`src/rtl/pcsync_pkg.sv`:
```
package pcsync_pkg;
    localparam int unsigned PCS_SEL_W      = 2;
    localparam int unsigned PCS_BASE_SHIFT = 10;
    localparam int unsigned PCS_FAST_SHIFT = 4;
    localparam int unsigned PCS_CNT_W      = PCS_BASE_SHIFT + (1 << PCS_SEL_W);
    localparam int unsigned PCS_ADDR_W     = 24;
    localparam int unsigned PCS_NIB_W      = 4;

    localparam logic [3:0] PCS_NIB_IDLE  = 4'h0;
    localparam logic [3:0] PCS_NIB_TAKEN = 4'h5;
    localparam logic [3:0] PCS_NIB_LEN2  = 4'h9;
    localparam logic [3:0] PCS_NIB_LEN3  = 4'hA;

    typedef enum logic [2:0] {
        ST_IDLE,
        ST_REQ,
        ST_STAT,
        ST_MARK,
        ST_ADDR
    } pcs_state_e;
endpackage

```
`src/rtl/pcsync_timer.sv`:
```
module pcsync_timer #(
    parameter int unsigned SEL_W      = 2,
    parameter int unsigned BASE_SHIFT = 10,
    parameter int unsigned FAST_SHIFT = 4,
    parameter int unsigned CNT_W      = BASE_SHIFT + (1 << SEL_W)
) (
    input  logic             clk,
    input  logic             rst_n,
    input  logic             enable,
    input  logic [SEL_W-1:0] sel,
    input  logic             div16,
    output logic             expire
);
    localparam int unsigned NSEL  = 1 << SEL_W;
    localparam int unsigned CFG_W = SEL_W + 2;

    logic [CNT_W-1:0] lim_slow [NSEL];
    logic [CNT_W-1:0] lim_fast [NSEL];
    logic [CNT_W-1:0] cnt_q;
    logic [CNT_W-1:0] limit;
    logic [CFG_W-1:0] cfg_q;
    logic [CFG_W-1:0] cfg_now;
    logic             changed;
    logic             hit;

    for (genvar g = 0; g < NSEL; g++) begin : g_lim
        assign lim_slow[g] = CNT_W'((64'd1 << (BASE_SHIFT + 1 + g)) - 64'd1);
        assign lim_fast[g] = CNT_W'((64'd1 << (BASE_SHIFT + 1 + g - FAST_SHIFT)) - 64'd1);
    end

    assign cfg_now = {enable, div16, sel};
    assign changed = (cfg_now != cfg_q);
    assign limit   = div16 ? lim_fast[sel] : lim_slow[sel];
    assign hit     = enable && !changed && (cnt_q == limit);
    assign expire  = hit;

    always_ff @(posedge clk) begin
        if (!rst_n) begin
            cnt_q <= '0;
            cfg_q <= '0;
        end else begin
            cfg_q <= cfg_now;
            if (changed || !enable || hit) begin
                cnt_q <= '0;
            end else begin
                cnt_q <= cnt_q + CNT_W'(1);
            end
        end
    end
endmodule

```
`src/rtl/pcsync_nibbler.sv`:
```
module pcsync_nibbler #(
    parameter int unsigned ADDR_W = 24,
    parameter int unsigned NIB_W  = 4
) (
    input  logic              clk,
    input  logic              rst_n,
    input  logic              load,
    input  logic              wide_in,
    input  logic [ADDR_W-1:0] addr_in,
    input  logic              step,
    output logic [NIB_W-1:0]  nib,
    output logic              wide,
    output logic              last
);
    localparam int unsigned NIBS        = ADDR_W / NIB_W;
    localparam int unsigned NARROW_NIBS = (ADDR_W - 8) / NIB_W;
    localparam int unsigned IDX_W       = $clog2(NIBS);
    localparam int unsigned SLOTS       = 1 << IDX_W;

    logic [ADDR_W-1:0] addr_q;
    logic              wide_q;
    logic [IDX_W-1:0]  idx_q;
    logic [NIB_W-1:0]  nib_arr [SLOTS];

    for (genvar g = 0; g < SLOTS; g++) begin : g_nib
        if (g < NIBS) begin : g_real
            assign nib_arr[g] = addr_q[g*NIB_W +: NIB_W];
        end else begin : g_pad
            assign nib_arr[g] = '0;
        end
    end

    assign nib  = nib_arr[idx_q];
    assign wide = wide_q;
    assign last = wide_q ? (idx_q == IDX_W'(NIBS - 1))
                         : (idx_q == IDX_W'(NARROW_NIBS - 1));

    always_ff @(posedge clk) begin
        if (!rst_n) begin
            addr_q <= '0;
            wide_q <= 1'b0;
            idx_q  <= '0;
        end else if (load) begin
            addr_q <= addr_in;
            wide_q <= wide_in;
            idx_q  <= '0;
        end else if (step) begin
            idx_q  <= idx_q + IDX_W'(1);
        end
    end
endmodule

```
`src/rtl/pcsync_trace_gen.sv`:
```
module pcsync_trace_gen
    import pcsync_pkg::*;
(
    input  logic                  clk,
    input  logic                  rst_n,
    input  logic                  enable,
    input  logic [PCS_SEL_W-1:0]  sel,
    input  logic                  div16,
    input  logic                  addr_wide,
    input  logic                  cpu_ack,
    input  logic [PCS_ADDR_W-1:0] cpu_addr,
    output logic                  sync_req,
    output logic [PCS_NIB_W-1:0]  trace_nib,
    output logic                  trace_vld
);
    pcs_state_e           state_q;
    pcs_state_e           state_d;
    logic                 expire;
    logic                 load;
    logic                 step;
    logic [PCS_NIB_W-1:0] addr_nib;
    logic                 wide_q;
    logic                 last_nib;

    pcsync_timer #(
        .SEL_W      (PCS_SEL_W),
        .BASE_SHIFT (PCS_BASE_SHIFT),
        .FAST_SHIFT (PCS_FAST_SHIFT),
        .CNT_W      (PCS_CNT_W)
    ) u_timer (
        .clk    (clk),
        .rst_n  (rst_n),
        .enable (enable),
        .sel    (sel),
        .div16  (div16),
        .expire (expire)
    );

    assign load = (state_q == ST_REQ) && cpu_ack;
    assign step = (state_q == ST_ADDR);

    pcsync_nibbler #(
        .ADDR_W (PCS_ADDR_W),
        .NIB_W  (PCS_NIB_W)
    ) u_nibbler (
        .clk     (clk),
        .rst_n   (rst_n),
        .load    (load),
        .wide_in (addr_wide),
        .addr_in (cpu_addr),
        .step    (step),
        .nib     (addr_nib),
        .wide    (wide_q),
        .last    (last_nib)
    );

    always_ff @(posedge clk) begin
        if (!rst_n) begin
            state_q <= ST_IDLE;
        end else begin
            state_q <= state_d;
        end
    end

    always_comb begin
        state_d = state_q;
        unique case (state_q)
            ST_IDLE: if (expire)   state_d = ST_REQ;
            ST_REQ:  if (cpu_ack)  state_d = ST_STAT;
            ST_STAT:               state_d = ST_MARK;
            ST_MARK:               state_d = ST_ADDR;
            ST_ADDR: if (last_nib) state_d = ST_IDLE;
            default:               state_d = ST_IDLE;
        endcase
    end

    always_comb begin
        sync_req  = 1'b0;
        trace_vld = 1'b0;
        trace_nib = PCS_NIB_IDLE;
        unique case (state_q)
            ST_IDLE: ;
            ST_REQ:  sync_req = 1'b1;
            ST_STAT: begin
                trace_vld = 1'b1;
                trace_nib = PCS_NIB_TAKEN;
            end
            ST_MARK: begin
                trace_vld = 1'b1;
                trace_nib = wide_q ? PCS_NIB_LEN3 : PCS_NIB_LEN2;
            end
            ST_ADDR: begin
                trace_vld = 1'b1;
                trace_nib = addr_nib;
            end
            default: ;
        endcase
    end
endmodule

```
`config.mk`:
```
export PLATFORM = sky130hd
export DESIGN_NAME = pcsync_trace_gen
export DESIGN_NICKNAME = d
export VERILOG_FILES = /design/src/rtl/pcsync_pkg.sv /design/src/rtl/pcsync_timer.sv /design/src/rtl/pcsync_nibbler.sv /design/src/rtl/pcsync_trace_gen.sv
export SDC_FILE = /design/constraint.sdc
export NUM_CORES = 1
export LEC_CHECK = 0
export CORE_ASPECT_RATIO = 2
export CORE_MARGIN = 4
export CORE_UTILIZATION = 50
export CTS_CLUSTER_DIAMETER = 100
export DETAILED_ROUTE_END_ITERATION = 12
export DONT_BUFFER_PORTS = 1
export SKIP_CTS_REPAIR_TIMING = 1
export SYNTH_ARGS = -nofsm -noshare
export SYNTH_HDL_FRONTEND = slang
export SYNTH_SLANG_ARGS = --single-unit
```
`constraint.sdc`:
```
create_clock -name clk -period 2.1 [get_ports clk]
set_clock_uncertainty 0.15 [all_clocks]
set_input_delay 0.21 -clock clk [delete_from_list [all_inputs] [get_ports clk]]
set_output_delay 0.21 -clock clk [all_outputs]
set_load 0.005 [all_outputs]
```
## After elaboration in Yosys (flattened, before gate mapping)

Index checks and enable logic that the tools add are counted.

- Output and inout bits: 6
- Input port bits: 32
- Flip-flop bits (word level): 49

- Eq/ne operators: 11
- Add/sub/neg operators: 2
- Reductions and logical operators: 12
- Bitwise logic cells: 3
- Mux-type cells: 19
- $lt $le $gt $ge: 2

Operator list:

| operator | count |
|---|---|
| $mux 14 | 5 |
| $bmux 14 s2 | 2 |
| $pmux 3 s5 | 1 |
| $add 14x1->14 const B | 1 |
| $eq 14x14->1 | 1 |
| $bmux 4 s3 | 1 |
| $pmux 4 s3 | 1 |
| $eq 3x2->1 const B | 3 |
| $mux 3 | 3 |
| $mux 4 | 2 |
| $eq 3x3->1 const B | 2 |
| $ge 4x4->1 const B | 1 |
| $ne 2x1->1 const B | 2 |
| $ne 4x4->1 | 1 |
| $not 3->4 | 1 |
| $reduce_or 2->1 | 2 |
| $add 3x1->3 const B | 1 |
| $eq 3x1->1 const B | 1 |
| $ge 3x3->1 const B | 1 |
| $logic_and 1x1->1 | 3 |
| $logic_not 3->1 | 1 |
| $mux 1 | 3 |
| $not 2->3 | 1 |
| $reduce_and 3->1 | 1 |
| other kinds (6) | 8 |

## Depth between registers and ports, before layout

Gate-level depths: netlist of run 1.

- Depth after elaboration: 9
- Gate-level depth with buffers: 7
- Gate-level depth less buffers: 5

## Hierarchy

A second synthesis of run 1 with hierarchy kept.

- Cells, all modules: 250
- Area total of the unflattened synthesis: 2471.1 sq um

By module, submodules not included:

| module | area an instance (sq um) | cells each | sequential area each (sq um) | times used |
|---|---|---|---|---|
| pcsync_nibbler | 1300.0 | 121 | 560.5 | 1 |
| pcsync_timer | 930.9 | 103 | 360.3 | 1 |
| pcsync_trace_gen | 240.2 | 26 | 60.1 | 1 |

## Least setup slack after synthesis of run 1

OpenSTA, ideal clock, no wires.

- Kind: reg2out
- From: register u_nibbler.idx_q[0]
- To: output trace_nib[3]
- Stages on the path, launching flop included: 6
- Arrival: 1441 ps
- Setup slack: 299 ps
- Required time: 1740 ps
- Cell sequence: dfxtp_1 -> buf_2 -> mux4_2 -> and2_1 -> o21ai_0 -> nand2_1

- Longest elaborated chain between the ends: 5

Ends and longest elaborated chain:

| what | line | source |
|---|---|---|
| from (decl) | pcsync_nibbler.sv:22 | `logic [IDX_W-1:0] idx_q;` |
| from (signal assigned) | pcsync_nibbler.sv:48 | `idx_q <= idx_q + IDX_W'(1);` |
| $not 3->4 (implied by the code) | pcsync_nibbler.sv:33 | `assign nib = nib_arr[idx_q];` |
| $bmux 4 s3 | pcsync_nibbler.sv:33 |  |
| $mux 4 (implied by the code) (2 in a row) | pcsync_nibbler.sv:33 |  |
| $pmux 4 s3 | pcsync_trace_gen.sv:81 | `unique case (state_q)` |
| to (decl) | pcsync_trace_gen.sv:13 | `output logic [PCS_NIB_W-1:0] trace_nib,` |

Every way passes these cells. The select of a mux whose other input is x is not followed.

## Final worst setup path of run 1

Same ends and word-level chain as after synthesis.

==> results of run 1 <==
-- routing by layer --
layer | GRT usage [%] | vias up | wire, um
li1 | - | 1023 | -
met4 | 6.799 | 0 | 82
met2 | 36.08 | 33 | 3107
met5 | 0 | - | 0
met3 | 4.337 | 6 | 191
met1 | 18.71 | 937 | 2057
-- state kept, by name, indices dropped and copies added, names as in the netlist --
signal / count
u_timer.cnt_q: 14
u_nibbler.addr_q: 24
u_timer.cfg_q: 4
state_q: 3
u_nibbler.wide: 1
u_nibbler.idx_q: 3
-- area by class of cell --
cell class / count / area [um^2] / area share [%]
clock buffer: 6 / 72.57 / 2.509
tap: 55 / 68.82 / 2.379
multi-input combinational: 217 / 1353 / 46.76
inverter: 7 / 26.28 / 0.9083
clock inverter: 2 / 10.01 / 0.3460
timing repair buffer: 39 / 377.9 / 13.06
sequential: 49 / 984.7 / 34.04
-- critical path, cell delays in order, from the launching register on --
cell and delay (ps):
sky130_fd_sc_hd__dfxtp_4 410, sky130_fd_sc_hd__mux4_2 490, sky130_fd_sc_hd__and2_1 170, sky130_fd_sc_hd__o21ai_0 150, sky130_fd_sc_hd__nand2_1 90
-- kinds of logic after synthesis --
family          count (synthesis)  synth area share [%]
flops                          49                 40.21
compound gates                 50                 14.56
buf+inv                        21                 4.461
fa+ha+maj                       2                 1.025
xor+xnor                       18                 6.770
mux                             8                 5.334
simple gates                  139                 27.64
-- through the flow --
stage / setup TNS [ps] / instance area (um^2) / hold slack [ps] / total power (W) / worst slack, ps
4_1_cts: -133.4 / 2549 / -132.1 / 0.001540 / -75.71
5_1_grt: 0 / 2893 / 81.98 / 0.001621 / 34.45
2_1_floorplan: 0 / 2440 / 187.3 / 0.001006 / 298.6
6_report: 0 / 2893 / 64.68 / 0.001566 / 144.1
3_3_place_gp: 0 / 2466 / 186.5 / 0.0009938 / 303.1
3_5_place_dp: 0 / 2466 / 188.2 / 0.0009942 / 271.5
-- power by group through the flow --
stage,combinational [W],sequential (W),clock (W)
6_report,0.0000948,0.000933,0.000538
4_1_cts,0.0000380,0.000935,0.000568
5_1_grt,0.000103,0.000934,0.000584
2_1_floorplan,0.0000499,0.000956,0
3_3_place_gp,0.0000375,0.000956,0
3_5_place_dp,0.0000378,0.000956,0
-- worst paths after layout --
check,to,slack (ps),cells after the start
worst max-delay path,trace_nib[3],140,4
worst min-delay path,state_q[0],60,4
worst max register to register,u_timer.cnt_q[2],240,5
worst min register to register,u_nibbler.addr_q[14],310,2
-- placed cells by master (no fill, tap or decap), types with 8 or more instances in the layout --
cell type,count
sky130_fd_sc_hd__nand2_1,73
sky130_fd_sc_hd__dfxtp_1,48
sky130_fd_sc_hd__dlygate4sd3_1,34
sky130_fd_sc_hd__a21boi_0,21
sky130_fd_sc_hd__nor2_1,16
sky130_fd_sc_hd__nor2_2,10
sky130_fd_sc_hd__xor2_1,9
sky130_fd_sc_hd__nand2b_1,8
sky130_fd_sc_hd__xnor2_1,8
==> results.md, run 1 <==
- The final weighted congestion in routability-driven placement is 0.8342.
- The floorplan step defined a die boundary enclosing 6129 um^2.
- The total nets after synthesis is 321.
- sky130_fd_sc_hd__dfxtp_1 takes more of the synthesized area than any other cell.
- The standard-cell row count is 35.
- The netlist uses 44 different library cells.
- The count of state elements after synthesis is 49.
- The count of nets left with antenna violations once routing finished came out at 0.
- During placement, the flow inserted port buffers numbering 0.
- Setup repair after global routing left no endpoint under its margin.
- The Yosys step of the flow raised 0 warnings.
- After the flow finishes, the layout carries non-filler instances totaling 375.
- The count of final setup violators is 0.
- The standby leakage power is 0.9726 nW.
- The arrival time at the worst endpoint is 1600 ps.
- For the worst-skew pair, the clock arrives at the later sink with an insertion delay of 300 ps.
- The achievable frequency is 511.3 MHz.
- For this run the aggregate overflow at the end of global routing stands at 0.
- By count the netlist is led by 73 x sky130_fd_sc_hd__nand2_1, 49 x sky130_fd_sc_hd__dfxtp_1, 21 x sky130_fd_sc_hd__a21boi_0, 17 x sky130_fd_sc_hd__nor2_1.
- The number of antenna diodes in the final layout is 0.
- The net count of the finished layout is 353.
- The count of clock tree sinks is 49.
- The clock tree from TritonCTS is built.
- The maximum fanout along the worst path is 6.
- In this run the mean area of a mapped cell was 8.501 um^2.
- The pre-antenna-repair detailed-routing pass consisted of 4 iterations.
- The maximum number of pins on one net before global-route repair is 34.
- The number of antenna violations at the first check in global routing is 0.
- The total of max-cap violations is 0.
- The reg-to-reg critical path startpoint is u_timer.cfg_q[2].
- The via count of the first global-routing pass is 1,894.
- The run finished with clean final reports.
- Sequential cells account for 59.6% of the total power.
- The number of max-slew violations in the final report came to 0.
- Measured along the y axis, the die boundary spans 106.8 um.
- Yosys attributes the largest share of cell area to sky130_fd_sc_hd__dfxtp_1 40%, sky130_fd_sc_hd__nand2_1 11%, sky130_fd_sc_hd__a21boi_0 6.5%, sky130_fd_sc_hd__mux4_2 3.7%, sky130_fd_sc_hd__xor2_1 3.2%.
- The top flip-flop cell by instance count after synthesis is sky130_fd_sc_hd__dfxtp_1.
- The gate count of the mapped netlist is 287.
- The power share of the clock group is 34.3%.
- The final period demand of the worst path is 1956 ps.
- The root buffer cell chosen for the clock tree is sky130_fd_sc_hd__clkbuf_8.
- The die extent in x is 57.40 um.
- The type of origin of the critical path is a flop.
- For this run, design rule violations remaining after detail routing come to 0.
- The fraction of the core area covered by cells at the end of the flow is 61.74%.
- The count of final hold-check violations came to 0.
- The worst min-delay path startpoint is enable.
- The share of flip-flops with an asynchronous set or reset is 0%.
- Dividing total power by cell area gives a power density of 541.2 nW/um^2.
- TritonCTS created 5 clock buffers.
- The transition time at the pin with the least slew margin is 873.4 ps.
- The top-level port count is 38.
- The internal portion of the total power is 0.001226 W.
- The routed layout has 1,999 vias.
- The total wirelength of the detailed-routed design is 5.439 mm.
- The kind of path behind the tightest hold check is input pin to flop.
- The maximum resistive drop on vdd is 0.0004347 V.
- The share of layout cells above drive strength 1 is 10.94%.
- After legalization and detailed placement, the total HPWL measured 4.018 mm.
- The most repeated cell in the gate-level netlist after synthesis is sky130_fd_sc_hd__nand2_1.
- The number of flops mapped to enable cells by yosys is 0.
- The instance count after placement with tap cells included is 333.
- The kind of capture point of the worst setup path is a primary output.
- After clock tree synthesis, the clock-pin slew on the worst setup and hold paths is 90 ps.
- The final-layout fill cell count is 463.
- The final routed wire length divided by cell count is 14.50 um.
- At the worst endpoint, the required time is 1740 ps.
- After detailed routing, the number of vias per cell comes to 5.331.
- No sink is reached through more buffers than the 2 on the longest clock path.
- The worst setup path startpoint is u_nibbler.idx_q[0].
- The first global-routing pass estimated 9.039 mm of wire.
- The count of H-tree levels built during CTS is 2.
- The reported net switching power is 0.0003394 W.
- Relative to the synthesized area, the layout overhead comes to 18.56%.
- The path type of the worst setup path is flop to primary output.
- The sequential cell area fraction in the yosys report is 40.21%.
- Of the total power, combinational logic draws 6.1%.
- Global routing used 18.81% of the available tracks across all layers.
- The net switching share of the total power is 21.68%.
- The starting DRC count in detailed routing is 56.
- The total core area is 4686 um^2.
- The period utilization is 93.14%.
- The synthesized netlist occupies a cell area of 2440 um^2.
- Headroom to the max-slew limit came out at 41.58%.
- Once the floorplan was initialized, standard cells occupied 52.07% of the core.
- The area share of the largest cell type after synthesis is 40.21%.
Note: power is estimated with default switching activity, not from simulation.
==> run 2: changes to the inputs <==
--- a/config.mk
+++ b/config.mk
@@ -6,7 +6,7 @@
 export NUM_CORES = 1
 export LEC_CHECK = 0
 export CORE_ASPECT_RATIO = 2
-export CORE_MARGIN = 4
+export CORE_MARGIN = 1
 export CORE_UTILIZATION = 50
 export CTS_CLUSTER_DIAMETER = 100
 export DETAILED_ROUTE_END_ITERATION = 12
==> run 2 against run 1 <==
  * Fmax is 1.1% lower
  * Core utilization grew 2.1 points
  * Total power up 17%
  * Die area decreased by 15%
  * Worst setup slack worse by 22 ps
  * Register-to-register slack worse by 90 ps
  * Final area up 2.5%
  * Flip-flop and latch count unchanged
  * Sequential power hardly changed
  * Critical endpoint unchanged
==> results.md, run 2 (synthesis gave the netlist of run 1 again) <==
- The number of instances on the worst hold path is 4.
- Across all setup checks in the final design, the least slack found is 122.4 ps.
- The startpoint identified for the worst register-to-register timing path is u_nibbler.idx_q[1].
- After detailed routing, the total wire length is 5.453 mm.
- Setup repair after global routing left no endpoint under its margin.
- Using the TritonRoute via totals, the vias-per-cell ratio works out to 5.379.
- The initial utilization of the core area, before any placement, comes to 52.56%.
- The congestion estimate from routability-driven global placement came to 0.7315.
- The number of max-slew violations in the final report came to 0.
- The kind of path behind the tightest hold check is input pin to flop.
- Setup violations remaining at the end of the flow were counted as 0.
- The die outline area is 5180 um^2.
- The top-level port count is 38.
- Buffers inserted during clock tree synthesis total 5.
- The area used by sequential logic in the layout is 984.7 um^2.
- Across the run, the number of max-cap violations was 0.
- The worst min-delay path startpoint is enable.
- Summed over all layers, the global routing overflow is 0.
- The clock transition at the register clock pins on the worst setup and hold paths after CTS is 90 ps.
- The remaining max-slew budget at the tightest pin is 43.27%.
- The layout-stage area growth over the synthesis result is 21.49%.
- The critical path data required time is 1740 ps.
- The flow ran to the end, and the final reports show no timing, DRC or antenna violations.
- The final route contains 2,028 vias.
- The chip height is 100.8 um.
- The filler cells instantiated in the layout total 418.
- The period utilization is 94.17%.
- The post-placement setup slack is 275.9 ps.
- 0 antenna diodes ended up in the layout.
- The starting DRC count in detailed routing is 38.
- For this run, the total global-route usage over all layers was measured as 22.38%.
- The number of antenna violations at the first check in global routing is 0.
- The maximum fanout along the worst path is 6.
- The wire length of the first global-routing pass is 8.631 mm.
- Summed over all cells, the static leakage comes to 1.007 nW.
- Cells fill 63.85% of the core in the end.
- The count of H-tree levels built during CTS is 2.
- Power comes to 0.001829 W.
- TritonCTS built the clock tree.
- The count of input and output buffers is 0.
- The longest clock path from root to sink contains 2 buffers.
- The maximum number of pins on one net before global-route repair is 34.
- In the final routed layout, each cell accounts on average for 14.46 um.
- The logic depth of the worst register-to-register path is 6.
- In this run the horizontal extent of the chip is 51.40 um.
- The power density relative to cell area is 617.0 nW/um^2.
- The maximum resistive drop on vdd is 0.0005156 V.
- The library cell used most frequently in the layout, excluding fill and tap cells, is sky130_fd_sc_hd__nand2_1.
- The worst hold margin is 43.19 ps.
- For this run, the post-layout net count is 355.
- The arrival time at the worst endpoint is 1620 ps.
- The via count of the first global-routing pass is 1,893.
- The detailed placement HPWL is 3.781 mm.
- In the layout the commonest cells are 73 x sky130_fd_sc_hd__nand2_1, 48 x sky130_fd_sc_hd__dfxtp_1, 36 x sky130_fd_sc_hd__dlygate4sd3_1, 21 x sky130_fd_sc_hd__a21boi_0, 16 x sky130_fd_sc_hd__nor2_1.
- In this run the clock root is driven by a sky130_fd_sc_hd__clkbuf_8.
- Derived from the worst setup path, the maximum achievable clock frequency is 505.7 MHz.
- The total DRC errors in the routed layout is 0.
- For this run, the detailed router's first-pass iteration total came to 4.
- The count of clock tree sinks is 49.
- The critical path in this run is classified as flop to primary output.
- In the final layout, the registers with the most flip-flops are u_nibbler.addr_q (24), u_timer.cnt_q (14), u_timer.cfg_q (4).
- Once detail routing completed, the nets flagged for antenna violations numbered 0.
- STA classifies the critical path endpoint as a primary output.
- The register containing the most flip-flops in the final layout is u_nibbler.addr_q.
- The count of final hold-check violations is 0.
- The standard-cell row count is 35.
- The insertion delay to the later sink of the worst-skew pair is 300 ps.
- At the pin with the least slew margin, the transition time is 848.1 ps.
- The share of layout cells above drive strength 1 is 11.18%.
- The final period demand of the worst path is 1978 ps.
- STA classifies the critical path startpoint as a flop.
- The worst setup path startpoint is u_nibbler.idx_q[0].
- The register with the most flip-flops in the layout has 24 of them.
- The area occupied by multi-input gates is 1353 um^2.
- The total core area is 4642 um^2.
-- run 2: changes by cell type in the layout (fill, tap and decap cells not counted) --
cell	change
sky130_fd_sc_hd__dlygate4sd3_1	+2
sky130_fd_sc_hd__clkbuf_1	-1
sky130_fd_sc_hd__clkinv_2	-1
sky130_fd_sc_hd__bufinv_16	+2
-- run 2: critical path, cell delays in order (launching register included) --
cell                      delay (ps)
sky130_fd_sc_hd__dfxtp_4         400
sky130_fd_sc_hd__mux4_2          490
sky130_fd_sc_hd__and2_1          170
sky130_fd_sc_hd__o21ai_0         170
sky130_fd_sc_hd__nand2_1          90
-- run 2: metrics by stage --
stage	cells	instance area (um^2)	setup TNS, ps
after detailed placement	332	2459	0
after CTS	340	2592	-163.4
after global placement	332	2459	0
after global routing	377	2964	0
final	377	2964	0
after floorplan	287	2440	0
-- run 2: final timing paths --
path	endpoint	slack (ps)
worst max register to register	state_q[2]	150
worst max-delay path	trace_nib[3]	120
worst min-delay path	state_q[0]	40
worst min register to register	u_nibbler.addr_q[14]	310
-- run 2: report_power, final --
part	internal (W)	switching [W]	total, W
combinational	0.0000648	0.0000319	0.0000967
sequential	0.000931	0.00000203	0.000933
clock	0.000473	0.000326	0.000799
total	0.00147	0.000360	0.00183
-- run 2: cell type report --
class                           count  area share, %
Clock inverter                      3          2.195
Multi-Input combinational cell    217          45.63
Inverter                            7         0.8865
Timing Repair Buffer               41          13.42
Tap cell                           55          2.322
Clock buffer                        5          2.322
Sequential cell                    49          33.22
-- run 2: per-layer routing --
layer / part of all wire, % / GRT usage [%] / vias to the layer above
met5: 0 / 0 / -
met4: 2.4 / 10.19 / 0
met3: 2.7 / 4.676 / 9
met2: 56 / 42.86 / 39
met1: 39 / 21.55 / 953
li1: - / - / 1027
